--- config.mk ---
export PLATFORM = sky130hd
export DESIGN_NAME = fdl_rx_reg
export DESIGN_NICKNAME = d
export VERILOG_FILES = /design/src/rtl/fdl_rx_pkg.sv /design/src/rtl/fdl_destuff.sv /design/src/rtl/fdl_shift.sv /design/src/rtl/fdl_rx_reg.sv
export SDC_FILE = /design/constraint.sdc
export NUM_CORES = 1
export LEC_CHECK = 0
export ABC_CLOCK_PERIOD_IN_PS = 2100
export BUFFER_PORTS_ARGS = -buffer_cell sky130_fd_sc_hd__clkbuf_2
export CAP_MARGIN = 10
export CELL_PAD_IN_SITES_DETAIL_PLACEMENT = 0
export CELL_PAD_IN_SITES_GLOBAL_PLACEMENT = 1
export CORE_MARGIN = 2
export CORE_UTILIZATION = 31
export CTS_CLUSTER_DIAMETER = 50
export DETAILED_ROUTE_END_ITERATION = 16
export GPL_TIMING_DRIVEN = 1
export HOLD_SLACK_MARGIN = 0.06
export PLACE_DENSITY_LB_ADDON = 0.1
export SYNTH_ARGS = -nofsm -noshare
export SYNTH_HDL_FRONTEND = slang
export SYNTH_SLANG_ARGS = --single-unit
--- constraint.sdc ---
create_clock -name clk -period 2.1 [get_ports clk]
set_input_delay 0.63 -clock clk [delete_from_list [all_inputs] [get_ports clk]]
set_output_delay 0.63 -clock clk [all_outputs]
set_load 0.005 [all_outputs]
--- src/rtl/fdl_rx_pkg.sv ---
package fdl_rx_pkg;
    localparam int ADDR_W = 3;
    localparam int DATA_W = 8;
    localparam int NFLAG  = 2;
    localparam int FLG_FULL  = 0;
    localparam int FLG_MATCH = 1;

    localparam logic [ADDR_W-1:0] A_CTRL    = 3'd0;
    localparam logic [ADDR_W-1:0] A_MATCH_A = 3'd1;
    localparam logic [ADDR_W-1:0] A_MATCH_B = 3'd2;
    localparam logic [ADDR_W-1:0] A_STATUS  = 3'd3;
    localparam logic [ADDR_W-1:0] A_MASK    = 3'd4;
    localparam logic [ADDR_W-1:0] A_RXBYTE  = 3'd5;

    typedef enum logic [1:0] {
        D_COUNT = 2'd0,
        D_FIVE  = 2'd1,
        D_LONG  = 2'd2
    } dstate_e;
endpackage

--- src/rtl/fdl_destuff.sv ---
module fdl_destuff
    import fdl_rx_pkg::*;
#(
    parameter int RUN_LEN = 5
) (
    input  logic clk,
    input  logic rst_n,
    input  logic en,
    input  logic in_stb,
    input  logic in_bit,
    output logic out_stb,
    output logic out_bit
);
    localparam int CW = $clog2(RUN_LEN + 1);
    localparam logic [CW-1:0] LAST = CW'(RUN_LEN - 1);

    dstate_e        state_q, state_d;
    logic [CW-1:0]  cnt_q, cnt_d;

    always_ff @(posedge clk or negedge rst_n) begin
        if (!rst_n) begin
            state_q <= D_COUNT;
            cnt_q   <= '0;
        end else begin
            state_q <= state_d;
            cnt_q   <= cnt_d;
        end
    end

    always_comb begin
        state_d = state_q;
        cnt_d   = cnt_q;
        if (in_stb) begin
            if (!in_bit) begin
                state_d = D_COUNT;
                cnt_d   = '0;
            end else begin
                unique case (state_q)
                    D_COUNT: begin
                        if (cnt_q == LAST) begin
                            state_d = D_FIVE;
                            cnt_d   = '0;
                        end else begin
                            cnt_d = cnt_q + 1'b1;
                        end
                    end
                    D_FIVE:  state_d = D_LONG;
                    D_LONG:  state_d = D_LONG;
                    default: state_d = D_COUNT;
                endcase
            end
        end
    end

    always_comb begin
        out_bit = in_bit;
        out_stb = in_stb && !(en && !in_bit && state_q == D_FIVE);
    end
endmodule

--- src/rtl/fdl_shift.sv ---
module fdl_shift #(
    parameter int W = 8
) (
    input  logic         clk,
    input  logic         rst_n,
    input  logic         in_stb,
    input  logic         in_bit,
    output logic         done,
    output logic [W-1:0] byte_q
);
    localparam int FW = $clog2(W);
    localparam logic [FW-1:0] FULL_AT = FW'(W - 1);

    logic [W-1:0]  sr_q;
    logic [FW-1:0] fill_q;
    logic [W-1:0]  sr_next;

    assign sr_next = {sr_q[W-2:0], in_bit};

    always_ff @(posedge clk or negedge rst_n) begin
        if (!rst_n) begin
            sr_q   <= '0;
            fill_q <= '0;
            byte_q <= '0;
            done   <= 1'b0;
        end else begin
            done <= 1'b0;
            if (in_stb) begin
                sr_q <= sr_next;
                if (fill_q == FULL_AT) begin
                    fill_q <= '0;
                    byte_q <= sr_next;
                    done   <= 1'b1;
                end else begin
                    fill_q <= fill_q + 1'b1;
                end
            end
        end
    end
endmodule

--- src/rtl/fdl_rx_reg.sv ---
module fdl_rx_reg
    import fdl_rx_pkg::*;
#(
    parameter int RUN_LEN = 5
) (
    input  logic              clk,
    input  logic              rst_n,
    input  logic              bit_stb,
    input  logic              bit_in,
    input  logic              reg_wr,
    input  logic              reg_rd,
    input  logic [ADDR_W-1:0] reg_addr,
    input  logic [DATA_W-1:0] reg_wdata,
    output logic [DATA_W-1:0] reg_rdata,
    output logic              irq_n
);
    logic              kept_stb, kept_bit;
    logic              byte_done;
    logic [DATA_W-1:0] byte_val;
    logic              ctrl_q;
    logic [DATA_W-1:0] match_a_q, match_b_q;
    logic [NFLAG-1:0]  mask_q, flags_q, set_vec;
    logic              stat_rd;

    fdl_destuff #(.RUN_LEN(RUN_LEN)) u_destuff (
        .clk(clk), .rst_n(rst_n), .en(ctrl_q),
        .in_stb(bit_stb), .in_bit(bit_in),
        .out_stb(kept_stb), .out_bit(kept_bit)
    );

    fdl_shift #(.W(DATA_W)) u_shift (
        .clk(clk), .rst_n(rst_n),
        .in_stb(kept_stb), .in_bit(kept_bit),
        .done(byte_done), .byte_q(byte_val)
    );

    assign stat_rd = reg_rd && (reg_addr == A_STATUS);

    always_comb begin
        set_vec            = '0;
        set_vec[FLG_FULL]  = byte_done;
        set_vec[FLG_MATCH] = byte_done &&
                             (byte_val == match_a_q || byte_val == match_b_q);
    end

    always_ff @(posedge clk or negedge rst_n) begin
        if (!rst_n) begin
            ctrl_q    <= 1'b0;
            match_a_q <= '0;
            match_b_q <= '0;
            mask_q    <= '0;
            flags_q   <= '0;
        end else begin
            flags_q <= (stat_rd ? '0 : flags_q) | set_vec;
            if (reg_wr) begin
                if (reg_addr == A_CTRL)    ctrl_q    <= reg_wdata[0];
                if (reg_addr == A_MATCH_A) match_a_q <= reg_wdata;
                if (reg_addr == A_MATCH_B) match_b_q <= reg_wdata;
                if (reg_addr == A_MASK)    mask_q    <= reg_wdata[NFLAG-1:0];
            end
        end
    end

    always_comb begin
        reg_rdata = '0;
        if (reg_rd) begin
            if (reg_addr == A_CTRL)    reg_rdata[0]         = ctrl_q;
            if (reg_addr == A_MATCH_A) reg_rdata            = match_a_q;
            if (reg_addr == A_MATCH_B) reg_rdata            = match_b_q;
            if (reg_addr == A_STATUS)  reg_rdata[NFLAG-1:0] = flags_q;
            if (reg_addr == A_MASK)    reg_rdata[NFLAG-1:0] = mask_q;
            if (reg_addr == A_RXBYTE)  reg_rdata            = byte_val;
        end
    end

    assign irq_n = ~|(flags_q & mask_q);
endmodule

==> impl_metrics.py, run 1 <==
metrics = {
    "timing": {
        "hold_viol_final": 0,
        "relSlewSlack_pct": 61.39,
        "final_max_slew_viol_count": 0,
        "finClkSkew_ns": 0.009656,
        "finalCritPeriodShare_pct": 102.1,
        "rsz0062_at_grt": "yes",
        "fmax_mhz": 466.3,
        "worst_pin_slew_ns": 0.5792,
        "setup_viol": 6,
        "post-route-min-period_ns": 2.145,
        "worst_slack_ns": -0.04456,
    },
    "detailed_routing": {
        "routed_wirelength_um": 4769,
        "dr.first_iter.drc_count": 58,
        "routed-via-count": 1565,
        "wl_per_cell_um": 14.28,
        "ant_nets": 0,
        "first_pass_iters": 4,
        "drc": 0,
        "vias_per_cell": 4.686,
    },
    "synthesis": {
        "yosys_warnings": 0,
        "avgSynthCellArea_sq_um": 11.95,
        "ys_seq_area_share_pct": 48.34,
        "ys_ff_latch": 45,
        "yosys.cell_types.count": 32,
        "yosys-top-cells-area": "dfrtp_1 (48%), mux2_2 (16%), xnor2_1 (6.0%)",
        "post_synth_instance_area_sq_um": 2330,
        "synthFlopType": "dfrtp_1",
        "synth_edf_count": 0,
        "synthArstFlopShare_pct": 100.0,
        "synth_top_area_share_pct": 48.34,
        "synth_nets": 219,
        "yosys.area.top_type": "dfrtp_1",
        "netlist_instances": 195,
    },
    "global_route": {
        "antenna_found_initial": 0,
        "grt_max_degree": 46,
        "gr-max-usage-layer": "met2",
        "grt_util_met3_pct": 3.422,
        "track_usage_pct": 12.91,
        "grt_pass1_wl_um": 8418,
        "grt_pass1_vias": 1722,
        "use_met2_pct": 20.77,
        "gr-usage-met1_pct": 16.39,
        "grt.overflow.total": 0,
    },
    "floorplan": {
        "die_w_um": 90.69,
        "rows": 31,
        "core-area_sq_um": 7253,
        "die_h_um": 90.69,
        "start_util_pct": 32.12,
        "dieArea_sq_um": 8225,
        "pin_count": 26,
    },
    "finish": {
        "final_net_count": 258,
        "final_area_sq_um": 2809,
        "fillCellCount": 745,
        "syn_to_final_growth_pct": 20.57,
        "final_util_pct": 38.73,
        "n_antenna_cell": 0,
        "drive_gt1_share_pct": 40.85,
    },
    "worst_setup_path": {
        "crit_required_ns": 1.47,
        "ff2ff_setup_slack_ns": 0.43,
        "worst_setup_path_end_kind": "primary output",
        "rr_worst_depth": 5,
        "r2r-end": "u_shift.sr_q[4]",
        "cp.arrival_ns": 1.51,
        "path_max_fanout": 4,
        "critPathKind": "in2out",
        "r2r-start": "u_destuff.state_q[1]",
        "startpoint_type": "primary input",
    },
    "cts": {
        "cts_tree": "done",
        "root_buffer": "clkbuf_8",
        "h-tree-depth": 2,
        "clk_pin_slew_ns": 0.09,
        "numCtsBuffers": 5,
        "cts.path.max_buffers": 2,
        "insertion_delay_ns": 0.30,
        "cts_sinks": 45,
    },
    "run_status": {
        "status": "complete, but fails checks",
        "violations": "negative setup slack",
    },
    "run": {
        "drv_cap": 0,
    },
    "worst_hold_path": {
        "hold_class": "in2async",
    },
    "placement": {
        "hpwl_um": 3573,
        "portBuffers": 25,
        "routabilityCongestion": 0.7646,
        "place_area_sq_um": 2649,
    },
    "power": {
        "power.leakage_nw": 1.223,
        "ir_drop_mv": 0.3607,
        "power_density_nw_per_um2": 1028,
    },
}
flip-flops by register name (all words and copies together), names as in the netlist:
signal	cells
ctrl_q	1
flags_q	2
mask_q	2
match_a_q	8
match_b_q	8
u_destuff.cnt_q	3
u_destuff.state_q	2
u_shift.byte_q	8
u_shift.done	1
u_shift.fill_q	3
u_shift.sr_q	7
worst max-delay path by stage:
stage                     cells after the start        start            to
after floorplan                               4  reg_addr[0]  reg_rdata[0]
after global placement                        5  reg_addr[0]  reg_rdata[0]
after detailed placement                      5  reg_addr[0]  reg_rdata[0]
after CTS                                     5  reg_addr[0]  reg_rdata[0]
after global routing                          7  reg_addr[0]  reg_rdata[4]
final                                         5  reg_addr[0]  reg_rdata[0]
critical path: stages:
cell	delay, ns
buf_8	0.08
mux4_2	0.48
mux2i_1	0.15
nor2b_1	0.06
clkbuf_2	0.11
synthesized netlist by cell type (all sizes together) (2+ instances only):
cell   count
nor3       2
ha         7
a21oi      9
a21o       2
mux2i      6
buf        6
nor2       2
nand4      4
inv        7
o21ai     18
xnor2     16
nor2b      2
nand2     16
dfrtp     45
nand3      2
a22o       4
nor3b      3
mux2      34
cell type report:
cell class	count	area, sq um	area share, %
Sequential cell	45	1126	40.09
Timing Repair Buffer	38	282.8	10.07
Inverter	7	26.28	0.9354
Multi-Input combinational cell	137	1159	41.25
Tap cell	99	123.9	4.410
Clock inverter	3	22.52	0.8018
Clock buffer	5	68.82	2.450
power breakdown:
group          total [mW]  internal [mW]  switching, mW
combinational       0.910          0.539          0.371
sequential           1.44           1.16          0.282
clock               0.539          0.233          0.306
metal layers:
metal	vias up	share of wire, %
li1	769	-
met1	761	46
met2	26	48
met3	9	4.6
met4	0	1.9
met5	-	0
repair_timing:
| item | in CTS | in global routing |
|---|---|---|
| endpoints found under the hold margin | 0 | 0 |
| endpoints found under the setup margin | 8 | 8 |
| pin swaps | 3 | 6 |
| resized for setup | 11 | 18 |
| hold buffers | 0 | 0 |
| buffers inserted | 0 | 1 |
stage by stage:
stage	setup slack (ns)	std cells	setup TNS [ns]	total power [mW]	hold WS, ns
6_report	-0.04456	334	-0.1671	2.888	0.3987
5_1_grt	-0.1187	334	-0.7506	3.140	0.4540
4_1_cts	-0.08511	333	-0.4421	2.929	0.4254
3_5_place_dp	-0.1697	325	-0.7539	2.360	0.4600
3_3_place_gp	-0.1590	325	-0.6121	2.313	0.4498
2_1_floorplan	0.01168	195	0	2.076	0.3344
logic make-up after synthesis:
group / synth area share [%]
adders and majority gates: 3.759
DFF: 48.34
xor gates and xnor gates: 6.015
and+or+nand+nor: 9.131
muxes: 20.14
buffers and inverters: 3.061
AOI/OAI and AO/OA: 9.559
cell usage in the layout, fill, tap and decap left out, drive strengths merged, types with 4 or more instances in the layout:
cell type and instances:
dfrtp 45, mux2 34, clkbuf 23, buf 20, o21ai 18, xnor2 16, nand2 16, a21oi 9
inv 7, ha 7, mux2i 6, nand4 4, a22o 4
Note: power is estimated with default switching activity, not from simulation.
==> run 2, diff against run 1 <==
Settings changed: ABC_CLOCK_PERIOD_IN_PS 2100 to 2500, PLACE_DENSITY from default to 0.63, PLACE_DENSITY_LB_ADDON 0.1 to default, TNS_END_PERCENT from default to 1.
Clock period 2.1 ns to 2.5 ns, I/O delays scaled along.
==> run 2 against run 1 <==
  * The flow now finishes without violations
  * Wire length is 8.3% lower
  * Worst setup slack better by 0.13 ns
  * Cell count is 1.2% lower
  * Clock power is 22% lower
  * Die area stayed put
  * Clock skew is 0.0035 ns lower
  * Power is 19% lower
==> impl_metrics.py, run 2 (synthesis results as in run 1) <==
metrics = {
    "worst_setup_path": {
        "crit_required_ns": 1.75,
        "worst_setup_path_end_kind": "primary output",
        "cp.arrival_ns": 1.67,
        "startpoint_type": "primary input",
        "critPathKind": "in2out",
        "path_max_fanout": 4,
    },
    "power": {
        "power.leakage_nw": 1.189,
        "switching_share_pct": 31.65,
        "ir_drop_mv": 0.2961,
        "power_frac_seq_pct": 51.1,
        "clockPowerShare_pct": 17.8,
        "switchingPower_uw": 743.8,
        "p_comb_share_pct": 31.1,
        "power_density_nw_per_um2": 872.0,
        "total_power_mw": 2.350,
        "p_int_mw": 1.606,
    },
    "finish": {
        "top_regs": "match_a_q (8), match_b_q (8), u_shift.byte_q (8)",
        "final_net_count": 254,
        "n_antenna_cell": 0,
        "syn_to_final_growth_pct": 15.68,
        "final_util_pct": 37.16,
        "mostFrequentLayoutCell": "dfrtp_1",
        "drive_gt1_share_pct": 34.63,
        "layout_common_cells": "dfrtp_1 (45), mux2_2 (34), clkbuf_2 (24)",
    },
    "detailed_routing": {
        "drc": 0,
        "ant_nets": 0,
        "dr.first_iter.drc_count": 81,
        "routed-via-count": 1535,
        "first_pass_iters": 4,
        "routed_wirelength_um": 4375,
        "wl_per_cell_um": 13.26,
        "vias_per_cell": 4.652,
    },
    "floorplan": {
        "dieArea_sq_um": 8225,
        "die_h_um": 90.69,
        "die_w_um": 90.69,
        "start_util_pct": 32.12,
        "pin_count": 26,
        "rows": 31,
        "core-area_sq_um": 7253,
    },
    "timing": {
        "tns_ns": 0,
        "fmax_mhz": 413.6,
        "post-route-min-period_ns": 2.418,
        "relSlewSlack_pct": 63.81,
        "worst_pin_slew_ns": 0.5428,
        "finClkSkew_ns": 0.006163,
        "hold_viol_final": 0,
        "setup_viol": 0,
        "final_max_slew_viol_count": 0,
        "rsz0062_at_grt": "yes",
        "finalCritPeriodShare_pct": 96.70,
    },
    "cts": {
        "cts.path.max_buffers": 2,
        "h-tree-depth": 2,
        "clk_pin_slew_ns": 0.08,
        "numCtsBuffers": 5,
        "cts_sinks": 45,
        "root_buffer": "clkbuf_8",
        "cts_setup_buffers": 0,
        "cts_tree": "done",
        "insertion_delay_ns": 0.28,
        "holdBufCountCts": 0,
    },
    "global_route": {
        "antenna_found_initial": 0,
        "grt_max_degree": 27,
        "grt.overflow.total": 0,
        "grt_pass1_vias": 1529,
        "grt_pass1_wl_um": 7389,
        "track_usage_pct": 11.15,
    },
    "placement": {
        "portBuffers": 25,
        "hpwl_um": 3326,
        "routabilityCongestion": 0.7539,
    },
    "run_status": {
        "status": "finished, final reports clean",
    },
    "run": {
        "drv_cap": 0,
    },
    "worst_hold_path": {
        "hold_class": "in2async",
    },
}
==> run 2: timing repair <==
item                       4_1_cts  5_1_grt
gates cloned                     0        0
setup endpoints to repair        1        4
pin swaps                        0        1
resized for setup                2        2
==> run 2: metal layers <==
metal	part of all wire (%)	vias up	global-route usage (%)
met5	0	-	0
met4	0.59	0	2.308
met3	3.1	2	2.254
met2	46	25	18.03
met1	50	742	15.48
li1	-	766	-
==> run 2: cell type report <==
cell class | count | area [sq um]
Multi-Input combinational cell | 137 | 1131
Clock buffer | 8 | 80.08
Fill cell | 742 | 4558
Sequential cell | 45 | 1126
Tap cell | 99 | 123.9
Inverter | 7 | 26.28
Timing Repair Buffer | 34 | 207.7
==> run 2: critical path, cell delays in order <==
cell	delay [ns]
buf_4	0.12
mux4_2	0.49
mux2i_1	0.14
nor2b_1	0.06
clkbuf_2	0.11
==> run 2: final timing paths <==
check | from | slack (ns) | to | cells past startpoint
setup / recovery | reg_addr[0] | 0.08 | reg_rdata[0] | 5
hold / removal | rst_n | 0.43 | match_b_q[4] | 1
setup reg to reg | u_destuff.state_q[1] | 0.82 | u_shift.byte_q[6] | 5
hold reg to reg | u_shift.done | 0.47 | flags_q[0] | 1
max in group asynchronous | rst_n | 1.54 | match_b_q[1] | 2
min in group clk | u_shift.done | 0.47 | flags_q[0] | 1
==> run 2: power by group through the flow <==
stage               clock network (mW)  registers, mW  logic, mW
floorplan                            0           1.15      0.596
global placement                     0           1.22      0.730
detailed placement                   0           1.22      0.740
CTS                              0.449           1.20      0.746
global route                     0.472           1.24      0.844
finish                           0.419           1.20      0.730
==> run 2: through the flow <==
stage | hold slack (ns) | setup slack (ns) | cell area (sq um) | std cells
after global placement | 0.4518 | 0.01602 | 2614 | 322
after global routing | 0.4663 | 0.001085 | 2695 | 330
final | 0.4344 | 0.08244 | 2695 | 330
after CTS | 0.4441 | 0.04074 | 2693 | 330
after floorplan | 0.4286 | 0.1369 | 2330 | 195
after detailed placement | 0.4529 | -0.02225 | 2614 | 322
==> run 3, diff against run 2 <==
Settings changed: CAP_MARGIN 10 to 30, CORE_ASPECT_RATIO from default to 1.1, GPL_TIMING_DRIVEN 1 to default.
==> run 3 against run 2 <==
  * Sequential power hardly changed
  * Wire length grew 2.1%
  * Clock-buffer cell count down 2
  * Cell count fell by 2.7%
  * Non-clock buffer count is 3 higher
  * Global-route usage grew 1.2 points
  * Core utilization about the same
  * Combinational power is 0.8% higher
  * Worst setup slack better by 0.0015 ns
  * First-iteration DRC count is 25% higher
  * Highest routed layer unchanged
  * Via count increased by 0.85%
==> impl_metrics.py, run 3 (synthesis results as in run 1) <==
metrics = {
    "finish": {
        "top_regs": "match_a_q (8), match_b_q (8), u_shift.byte_q (8)",
        "final_area_sq_um": 2743,
        "mostFrequentLayoutCell": "dfrtp_1",
        "drive_gt1_share_pct": 36.75,
        "final_net_count": 257,
        "layout_common_cells": "dfrtp_1 (45), mux2_2 (34), clkbuf_2 (24)",
        "n_antenna_cell": 0,
        "syn_to_final_growth_pct": 17.72,
        "final_cell_count_no_fill": 321,
    },
    "global_route": {
        "grt_max_degree": 26,
        "grt_pass1_wl_um": 7776,
        "grt_pass1_vias": 1544,
        "grt.overflow.total": 0,
        "antenna_found_initial": 0,
        "track_usage_pct": 12.32,
    },
    "cts": {
        "cts_sinks": 45,
        "clk_pin_slew_ns": 0.08,
        "h-tree-depth": 2,
        "cts_tree": "done",
        "root_buffer": "clkbuf_8",
        "post_cts_resized": 2,
        "insertion_delay_ns": 0.29,
        "holdBufCountCts": 0,
        "cts_setup_buffers": 0,
        "numCtsBuffers": 5,
        "cts.path.max_buffers": 2,
    },
    "floorplan": {
        "rows": 33,
        "dieArea_sq_um": 8225,
        "core-area_sq_um": 7391,
        "die_w_um": 86.66,
        "pin_count": 26,
        "die_h_um": 94.92,
        "start_util_pct": 31.52,
    },
    "power": {
        "p_comb_share_pct": 29.4,
        "power_density_nw_per_um2": 912.1,
        "ir_drop_mv": 0.2641,
        "clockPowerShare_pct": 22.7,
        "power.leakage_nw": 1.223,
        "p_int_mw": 1.734,
        "switching_share_pct": 30.68,
        "power_frac_seq_pct": 47.8,
        "switchingPower_uw": 767.4,
    },
    "timing": {
        "setup_viol": 0,
        "finClkSkew_ns": 0.004743,
        "relSlewSlack_pct": 62.86,
        "worst_pin_slew_ns": 0.5572,
        "rsz0062_at_grt": "no",
        "hold_viol_final": 0,
        "final_max_slew_viol_count": 0,
        "finalCritPeriodShare_pct": 96.64,
        "post-route-min-period_ns": 2.416,
        "fmax_mhz": 413.9,
        "worst_slack_ns": 0.08396,
    },
    "worst_setup_path": {
        "r2r-end": "u_shift.byte_q[1]",
        "critPathKind": "in2out",
        "cp_slowest_cell": "mux4_2",
        "crit_required_ns": 1.75,
        "ff2ff_setup_slack_ns": 0.82,
        "path_cells": "buf_4, mux4_2, mux2i_1, nor2b_1, clkbuf_2",
        "cp.arrival_ns": 1.67,
        "r2r-start": "u_destuff.state_q[1]",
        "max_stage_delay_ns": 0.49,
        "worst_setup_path_end_kind": "primary output",
        "rr_worst_depth": 5,
        "startpoint_type": "primary input",
        "path_max_fanout": 4,
    },
    "placement": {
        "routabilityCongestion": 0.8100,
        "hpwl_um": 3502,
        "post-place-ws_ns": -0.02431,
        "place_inst": 313,
        "portBuffers": 25,
        "place_area_sq_um": 2621,
    },
    "worst_hold_path": {
        "hold_class": "in2async",
    },
    "run": {
        "drv_cap": 0,
    },
    "detailed_routing": {
        "wl_per_cell_um": 13.91,
        "dr.first_iter.drc_count": 101,
        "first_pass_iters": 4,
        "routed-via-count": 1548,
        "ant_nets": 0,
        "vias_per_cell": 4.822,
        "routed_wirelength_um": 4465,
        "drc": 0,
    },
    "run_status": {
        "status": "finished, final reports clean",
    },
}
run 3: changes by cell type in the layout (fill, tap and decap cells not counted):
cell | previous run | this run
buf_4 | 9 | 12
bufinv_16 | 0 | 1
clkbuf_1 | 3 | 0
clkbuf_8 | 5 | 6
clkinvlp_4 | 0 | 1
run 3: routing by layer:
metal  global-route usage (%)  vias to the layer above  wire length [um]
li1                         -                      771                 -
met4                    4.688                        0                82
met1                    16.36                      751              2121
met3                    2.360                        6               110
met5                        0                        -                 0
met2                    19.87                       20              2150
run 3: area by class of cell:
cell class              count  area, sq um
inverters                   7        26.28
clock inverters             2        37.54
fillers                   735         4648
clock buffers               6        82.58
repair buffers             37        230.2
multi-input cells         137         1131
well taps                  87        108.9
flip-flops and latches     45         1126
run 3: worst max-delay path: cells and delay by family:
kind / cells / cell delay, ns
multiplexers: 2 / 0.63
buffers and inverters: 2 / 0.22
AND/OR/NAND/NOR: 1 / 0.06
run 3: per-stage QoR:
stage | power [mW] | util (%) | setup TNS, ns | hold slack [ns]
final | 2.501 | 37.11 | 0 | 0.4270
after global routing | 2.692 | 37.11 | 0 | 0.4723
after CTS | 2.544 | 37.07 | 0 | 0.4504
after detailed placement | 1.960 | 35.47 | -0.02431 | 0.4493
after global placement | 1.951 | 35.47 | 0 | 0.4465
after floorplan | 1.744 | - | 0 | 0.4286
run 3: power groups by stage:
stage	logic, mW	clock network [mW]	registers, mW
after floorplan	0.596	0	1.15
after global placement	0.734	0	1.22
after detailed placement	0.745	0	1.22
after CTS	0.751	0.593	1.20
after global routing	0.831	0.621	1.24
final	0.736	0.569	1.20
run 3: worst max path at each step:
| stage | from | endpoint | depth (start not counted) |
|---|---|---|---|
| after floorplan | reg_addr[0] | reg_rdata[0] | 4 |
| after global placement | reg_addr[0] | reg_rdata[0] | 5 |
| after detailed placement | reg_addr[0] | reg_rdata[0] | 5 |
| after CTS | reg_addr[0] | reg_rdata[0] | 5 |
| after global routing | reg_addr[1] | reg_rdata[4] | 6 |
| final | reg_addr[0] | reg_rdata[0] | 5 |
